[src/rtl/wire_steer.sv]
module wire_steer #(
  parameter int TYPE_W      = 4,
  parameter int NODE_W      = 4,
  parameter int MSHR_W      = 6,
  parameter int OPND_W      = 32,
  parameter int NARROW_BITS = 8,
  parameter int LCH_W       = 24,
  parameter int WINDOW      = 256,
  localparam int CNT_W      = $clog2(WINDOW + 1)
) (
  input  logic              clk,
  input  logic              rst_n,
  input  logic              in_valid,
  output logic              in_ready,
  input  logic [TYPE_W-1:0] msg_type,
  input  logic              excl_hint,
  input  logic [NODE_W-1:0] src,
  input  logic [NODE_W-1:0] dst,
  input  logic [MSHR_W-1:0] mshr_id,
  input  logic [OPND_W-1:0] operand,
  input  logic              busy_evt,
  input  logic [CNT_W-1:0]  load_thresh,
  output logic              out_valid,
  input  logic              out_ready,
  output logic [1:0]        out_class,
  output logic [LCH_W-1:0]  out_narrow
);
  localparam logic [1:0] CL_B = 2'd0, CL_L = 2'd1, CL_PW = 2'd2;

  logic [WINDOW-1:0] hist;
  logic [CNT_W-1:0]  load_cnt;
  logic              load_high, opnd_narrow, take;
  logic [1:0]        cls, kind;
  logic [OPND_W-NARROW_BITS-1:0] upper;

  assign take      = in_valid && in_ready;
  assign in_ready  = !out_valid || out_ready;
  assign load_high = load_cnt > load_thresh;
  assign upper     = operand[OPND_W-1:NARROW_BITS];
  assign opnd_narrow = (upper == '0) || (upper == '1);

  always_ff @(posedge clk) begin
    if (!rst_n) begin
      hist     <= '0;
      load_cnt <= '0;
    end else begin
      hist     <= {hist[WINDOW-2:0], busy_evt};
      load_cnt <= load_cnt + CNT_W'(busy_evt) - CNT_W'(hist[WINDOW-1]);
    end
  end

  always_comb begin
    cls  = CL_B;
    kind = 2'd0;
    case (msg_type)
      TYPE_W'(1): cls = excl_hint ? CL_PW : CL_B;
      TYPE_W'(2): cls = CL_PW;
      TYPE_W'(5): begin cls = CL_L; kind = 2'd0; end
      TYPE_W'(6): begin cls = CL_L; kind = 2'd1; end
      TYPE_W'(7): begin cls = load_high ? CL_PW : CL_L; kind = 2'd2; end
      TYPE_W'(8): begin cls = opnd_narrow ? CL_L : CL_B; kind = 2'd3; end
      default:    cls = CL_B;
    endcase
  end

  always_ff @(posedge clk) begin
    if (!rst_n) begin
      out_valid  <= 1'b0;
      out_class  <= CL_B;
      out_narrow <= '0;
    end else if (take) begin
      out_valid  <= 1'b1;
      out_class  <= cls;
      out_narrow <= (cls == CL_L)
                    ? LCH_W'({kind, src, dst, mshr_id, operand[NARROW_BITS-1:0]})
                    : '0;
    end else if (out_ready) begin
      out_valid  <= 1'b0;
    end
  end
endmodule


[config.mk]
export PLATFORM = sky130hd
export DESIGN_NAME = wire_steer
export DESIGN_NICKNAME = d
export VERILOG_FILES = /design/src/rtl/wire_steer.sv
export SDC_FILE = /design/constraint.sdc
export NUM_CORES = 1
export LEC_CHECK = 0
export BUFFER_PORTS_ARGS = -buffer_cell sky130_fd_sc_hd__buf_2
export CAP_MARGIN = 20
export CELL_PAD_IN_SITES_DETAIL_PLACEMENT = 1
export CELL_PAD_IN_SITES_GLOBAL_PLACEMENT = 1
export CORE_MARGIN = 8
export CORE_UTILIZATION = 30
export DETAILED_ROUTE_END_ITERATION = 16
export PLACE_DENSITY = 0.65
export REMOVE_ABC_BUFFERS = 1
export SETUP_SLACK_MARGIN = 0.3
export SLEW_MARGIN = 20
export SYNTH_ARGS = -nofsm -noshare
export SYNTH_HDL_FRONTEND = slang
export SYNTH_SLANG_ARGS = --single-unit
[constraint.sdc]
create_clock -name clk -period 2.4 [get_ports clk]
set_input_delay 0.12 -clock clk [delete_from_list [all_inputs] [get_ports clk]]
set_output_delay 0.12 -clock clk [all_outputs]
set_load 0.1 [all_outputs]
==> results.json, run 1 <==
{
  "grt_start_max_net_pins": 102,
  "synthArstFlopShare": 0,
  "drt-total-wl_mm": 16.9,
  "drt_iter0_drc": 280,
  "cts_tree": "built",
  "fp.dieW_um": 190,
  "cp.arrival_ns": 2.72,
  "num_io_pins": 93,
  "ys.flop_type": "dfxtp_1",
  "syn2layout_area_growth_pct": 24.0,
  "finalSetupViolations": 0,
  "skew_ns": 0.0199,
  "yosysWarnings": 0,
  "start_util": 0.301,
  "hold_path.class": "in -> reg",
  "setup_ws_ns": 0.128,
  "grt_pass1_vias": 5708,
  "pwr-share-comb": 0.124,
  "floorplan.rows": 64,
  "seqPwrFrac": 0.471,
  "layout_common_cells": "dfxtp_1 (291), and2_1 (259), buf_2 (91), nand2_1 (29), clkbuf_16 (29)",
  "synth_cells": 823,
  "num_vias": 5744,
  "drive_gt1_frac": 0.183,
  "slowest_stage": "or3_4",
  "synth_seq_area_share": 0.641,
  "synth_cell_types": 43,
  "cap_violations": 0,
  "fin_util": 0.373,
  "cpLargestDelayFamily": "adder cells",
  "viasPerCell": 4.25,
  "antenna_found_initial": 0,
  "r2r-start": "load_cnt[0]$_SDFF_PN0_",
  "tightest_slew_ns": 0.537,
  "htreeDepth": 1,
  "dp_hpwl_mm": 9.94,
  "leakagePower_nw": 4.69,
  "cpMostUsedCell": "inv_2",
  "die_y_um": 190,
  "cts_root_buf": "clkbuf_16",
  "io_buffers": 92,
  "hp-start": "msg_type[0]",
  "synth_top_area_share": 0.641,
  "drc": 0,
  "clock_latency_ns": 0.53,
  "core_mm2": 0.0303,
  "ys_ff_latch": 292,
  "critPathMaxStageDelay_ns": 0.38,
  "synthTopCellsByArea": "dfxtp_1 (64%), and2_1 (18%), ha_1 (2.5%), o221ai_1 (2.0%), clkbuf_1 (1.9%)",
  "cts.clk_slew.worst_paths_ns": 0.06,
  "nNetsFinal": 1021,
  "ir_drop_v": 0.000618,
  "hold_viol_final": 0,
  "dieArea_mm2": 0.0362,
  "dpl-instance-area_mm2": 0.00998,
  "gp_congestion": 0.760,
  "cts_buffers": 29,
  "grt_usage": 0.0906,
  "routed.top_layer": "met4",
  "clkSinkCount": 292,
  "finalInstanceArea_mm2": 0.0113,
  "wl_per_cell_um": 12.5,
  "crit_required_ns": 2.85,
  "path_buf_inv": 3,
  "synth_edf_count": 0,
  "fmax_mhz": 440,
  "swShare": 0.245,
  "wl_met2_mm": 7.67,
  "grt-ovfl-total": 0,
  "slew_violations": 0,
  "final_common_cell": "dfxtp_1",
  "timing.final.crit_share": 0.947,
  "diodes": 0,
  "p_int_mw": 7.97,
  "postRouteAntennaNets": 0,
  "yosys.area.top_type": "dfxtp_1",
  "outcome": "finished, final reports clean",
  "met3_length_um": 552,
  "met1_length_mm": 8.19,
  "net-switching-power_mw": 2.58,
  "worstSetupPathType": "reg -> reg",
  "pre_cts_ws_ns": -0.0759,
  "grt_setup_unrepaired": "yes",
  "powerDensity_mw_per_mm2": 933,
  "startpoint_type": "flip-flop",
  "worstSetupEndpointType": "flip-flop",
  "worst-path-max-fanout": 3,
  "clockBufferDepth": 3,
  "postSynthAreaPerCell_um2": 11.1,
  "drtPass1Iterations": 4,
  "fin_crit_ns": 2.27,
  "path_cells": "inv_2 -> ha_4 -> inv_2 -> ha_4 -> inv_2 -> fa_2 -> nor2b_4 -> o21ai_4 -> a21oi_4 -> a2111oi_4 -> or3_4 -> a21oi_2",
  "syn_area_mm2": 0.00911,
  "startpoint": "load_cnt[0]$_SDFF_PN0_",
  "p_clk_frac": 0.405,
  "grt_pass1_wl_mm": 28.0,
  "relSlewSlack": 0.645
}
==> worst paths after layout <==
| check | to | slack [ns] | cells past startpoint |
|---|---|---|---|
| worst min-delay path | out_narrow[22]$_SDFFE_PN0P_ | 0.04 | 4 |
| worst min register to register | hist[196]$_SDFF_PN0_ | 0.41 | 1 |
| worst max register to register | load_cnt[8]$_SDFF_PN0_ | 0.13 | 12 |
| worst max-delay path | load_cnt[8]$_SDFF_PN0_ | 0.13 | 12 |
==> cell families after synthesis <==
group | share of synthesized area
simple gates | 0.247
xor+xnor | 0.00577
compound gates | 0.0464
mux | 0.00124
flops | 0.641
buf+inv | 0.0318
fa+ha+maj | 0.0269
==> stage by stage <==
| stage | total power, mW | hold slack (ns) | std cells | TNS [ns] |
|---|---|---|---|---|
| final | 10.5 | 0.0397 | 1351 | 0 |
| after CTS | 10.5 | 0.0135 | 1347 | 0 |
| after floorplan | 5.77 | 0.242 | 773 | -26.96 |
| after global placement | 6.07 | 0.364 | 1270 | 0 |
| after detailed placement | 6.10 | 0.367 | 1270 | -0.0759 |
| after global routing | 11.1 | 0.0484 | 1351 | 0 |
==> final cells by class <==
class,instances,area (µm²)
clock buffer,40,827
clock inverter,9,80.1
fill,3345,19000
inverter,23,86.3
multi-input combinational,458,3080
sequential,292,5850
tap,396,495
timing repair buffer,133,883
==> routing by layer <==
layer,track usage,vias up
li1,-,2910
met1,0.120,2732
met2,0.143,68
met3,0.0198,34
met4,0.0340,0
met5,0,-
==> timing repair <==
action,CTS,global route
hold buffers,27,0
setup buffers,1,4
gates resized for setup,6,18
pin swaps,3,13
setup endpoints to repair,3,18
endpoints found under the hold margin,26,0
==> state kept, by name, indices dropped and copies added (netlist names) <==
register,count
hist,256
out_valid,1
out_narrow,24
load_cnt,9
out_class,2
==> worst register-to-register path: stages (launching register included) <==
cell	delay, ns
dfxtp_2	0.32
inv_2	0.05
ha_4	0.23
inv_2	0.06
ha_4	0.12
inv_2	0.03
fa_2	0.36
nor2b_4	0.16
o21ai_4	0.09
a21oi_4	0.22
a2111oi_4	0.06
or3_4	0.38
a21oi_2	0.13
==> synth_stat cells (all sizes together) (2+ instances only) <==
cell    number
dfxtp      292
and2       260
clkbuf      47
nand2       29
nand4       28
nand3       25
inv         22
o221ai      22
ha          18
a21oi       13
o21ai        8
nor2         7
nor2b        6
nor3         5
nor4         5
xor2         4
and4         3
buf          3
o22ai        3
a211oi       2
o31a         2
or4          2
xnor2        2
==> power by group through the flow <==
| stage | combinational [mW] | sequential, mW | clock [mW] |
|---|---|---|---|
| final | 1.31 | 4.97 | 4.27 |
| after floorplan | 0.603 | 5.17 | 0 |
| after detailed placement | 1.02 | 5.08 | 0 |
| after global routing | 1.45 | 4.98 | 4.66 |
| after global placement | 0.995 | 5.08 | 0 |
| after CTS | 1.09 | 4.97 | 4.42 |
No activity file was read; power rests on OpenSTA's default activity.
==> run 2, diff against run 1 <==
HOLD_SLACK_MARGIN = 0.15   (was default)
==> results.json, run 2 (synthesis gave the netlist of run 1 again) <==
{
  "skew_ns": 0.0210,
  "fmax_mhz": 441,
  "cts_tree": "built",
  "fp.dieW_um": 190,
  "layout_common_cells": "dfxtp_1 (291), and2_1 (259), buf_2 (91), dlygate4sd3_1 (34)",
  "antenna_found_initial": 0,
  "cap_violations": 0,
  "startpoint_type": "flip-flop",
  "path_buf_inv": 3,
  "grt_usage": 0.0908,
  "hp-start": "msg_type[2]",
  "dp.cells": 1270,
  "worst-path-max-fanout": 3,
  "num_vias": 5794,
  "relSlewSlack": 0.641,
  "die_y_um": 190,
  "largest_register_ffs": 256,
  "clockBufferDepth": 3,
  "powerDensity_mw_per_mm2": 929,
  "core_mm2": 0.0303,
  "pre_cts_ws_ns": -0.0759,
  "ir_drop_v": 0.000620,
  "cts_buffers": 29,
  "nNetsFinal": 1028,
  "io_buffers": 92,
  "dp_hpwl_mm": 9.94,
  "postRouteAntennaNets": 0,
  "outcome": "finished, final reports clean",
  "grt_start_max_net_pins": 102,
  "rrSetupSlack_ns": 0.13,
  "r2r_end": "load_cnt[8]$_SDFF_PN0_",
  "gp_congestion": 0.760,
  "hold_path_end": "out_class[1]$_SDFFE_PN0P_",
  "setup_ws_ns": 0.130,
  "drtPass1Iterations": 4,
  "slowest_stage": "or3_4",
  "final_cells": 1358,
  "worstSetupEndpointType": "flip-flop",
  "cts.clk_slew.worst_paths_ns": 0.06,
  "cpLargestDelayFamily": "adder cells",
  "final_common_cell": "dfxtp_1",
  "finalPower_mw": 10.6,
  "finalInstanceArea_mm2": 0.0114,
  "drive_gt1_frac": 0.182,
  "grt_pass1_wl_mm": 28.1,
  "tightest_slew_ns": 0.543,
  "critPathMaxStageDelay_ns": 0.38,
  "drc": 0,
  "drt-total-wl_mm": 17.0,
  "regMostFlops": "hist",
  "clock_latency_ns": 0.53,
  "finalSetupViolations": 0,
  "cp.arrival_ns": 2.72,
  "grt-ovfl-total": 0,
  "clkSinkCount": 292,
  "dpl-instance-area_mm2": 0.00998,
  "htreeDepth": 1,
  "drt_iter0_drc": 270,
  "crit_required_ns": 2.85,
  "diodes": 0,
  "r2r_cells": 12,
  "fin_crit_ns": 2.27,
  "path_cells": "inv_2 -> ha_4 -> inv_2 -> ha_4 -> inv_2 -> fa_2 -> nor2b_4 -> o21ai_4 -> a21oi_4 -> a2111oi_4 -> or3_4 -> a21oi_2",
  "hold_viol_final": 0,
  "fin_tns_setup_ns": 0,
  "start_util": 0.301,
  "cpMostUsedCell": "inv_2",
  "timing.final.crit_share": 0.946,
  "leakagePower_nw": 4.72,
  "grt_setup_unrepaired": "yes",
  "timing.hold.ws_ns": 0.243,
  "hold_path.class": "in -> reg",
  "worstSetupPathType": "reg -> reg",
  "whs_path_depth": 6,
  "syn2layout_area_growth_pct": 24.8,
  "fin_util": 0.376,
  "dieArea_mm2": 0.0362,
  "wl_per_cell_um": 12.5,
  "reg_top3": "hist: 256 flops, out_narrow: 24 flops, load_cnt: 9 flops",
  "grt_pass1_vias": 5759,
  "cts_root_buf": "clkbuf_16",
  "viasPerCell": 4.27,
  "floorplan.rows": 64,
  "r2r-start": "load_cnt[0]$_SDFF_PN0_",
  "slew_violations": 0,
  "num_io_pins": 93
}
[run 2: changes by cell type in the layout (fill, tap and decap cells not counted)]
| cell | delta |
|---|---|
| dlygate4sd3_1 | +7 |
[run 2: repair_timing]
action / CTS / global route
setup buffers: 1 / 4
hold endpoints to repair: 79 / 0
hold buffers: 34 / 0
pin swaps: 3 / 13
endpoints found under the setup margin: 3 / 17
resized for setup: 6 / 18
[run 2: power breakdown]
part / internal, mW / switching, mW
registers: 4.92 / 0.0534
clock network: 2.50 / 1.77
logic: 0.556 / 0.758
total: 7.97 / 2.59
[run 2: worst register-to-register path, cell delays in order, from the launching register on]
cell	delay, ns
dfxtp_2	0.32
inv_2	0.05
ha_4	0.23
inv_2	0.06
ha_4	0.12
inv_2	0.03
fa_2	0.36
nor2b_4	0.16
o21ai_4	0.09
a21oi_4	0.22
a2111oi_4	0.06
or3_4	0.38
a21oi_2	0.13
[run 2: per-layer routing]
layer / track usage / part of all wire / wire, µm
met1: 0.120 / 0.48 / 8150
met5: 0 / 0 / 0
met3: 0.0203 / 0.035 / 590
met4: 0.0373 / 0.034 / 576
met2: 0.142 / 0.45 / 7640
[run 2: area by class of cell]
type,count,area (µm²)
well taps,396,495
flip-flops and latches,292,5850
repair buffers,140,953
fillers,3344,18900
clock buffers,40,827
clock inverters,9,80.1
inverters,23,86.3
multi-input cells,458,3080
[run 2: worst max-delay path by stage]
stage                           startpoint                     endpoint  cells past startpoint
detailed placement  load_cnt[0]$_SDFF_PN0_       load_cnt[8]$_SDFF_PN0_                     12
CTS                 load_cnt[0]$_SDFF_PN0_       load_cnt[8]$_SDFF_PN0_                     12
global route        load_cnt[0]$_SDFF_PN0_       load_cnt[8]$_SDFF_PN0_                     12
floorplan           out_valid$_SDFFE_PN0P_  out_narrow[22]$_SDFFE_PN0P_                      5
global placement    load_cnt[0]$_SDFF_PN0_       load_cnt[8]$_SDFF_PN0_                     12
finish              load_cnt[0]$_SDFF_PN0_       load_cnt[8]$_SDFF_PN0_                     12
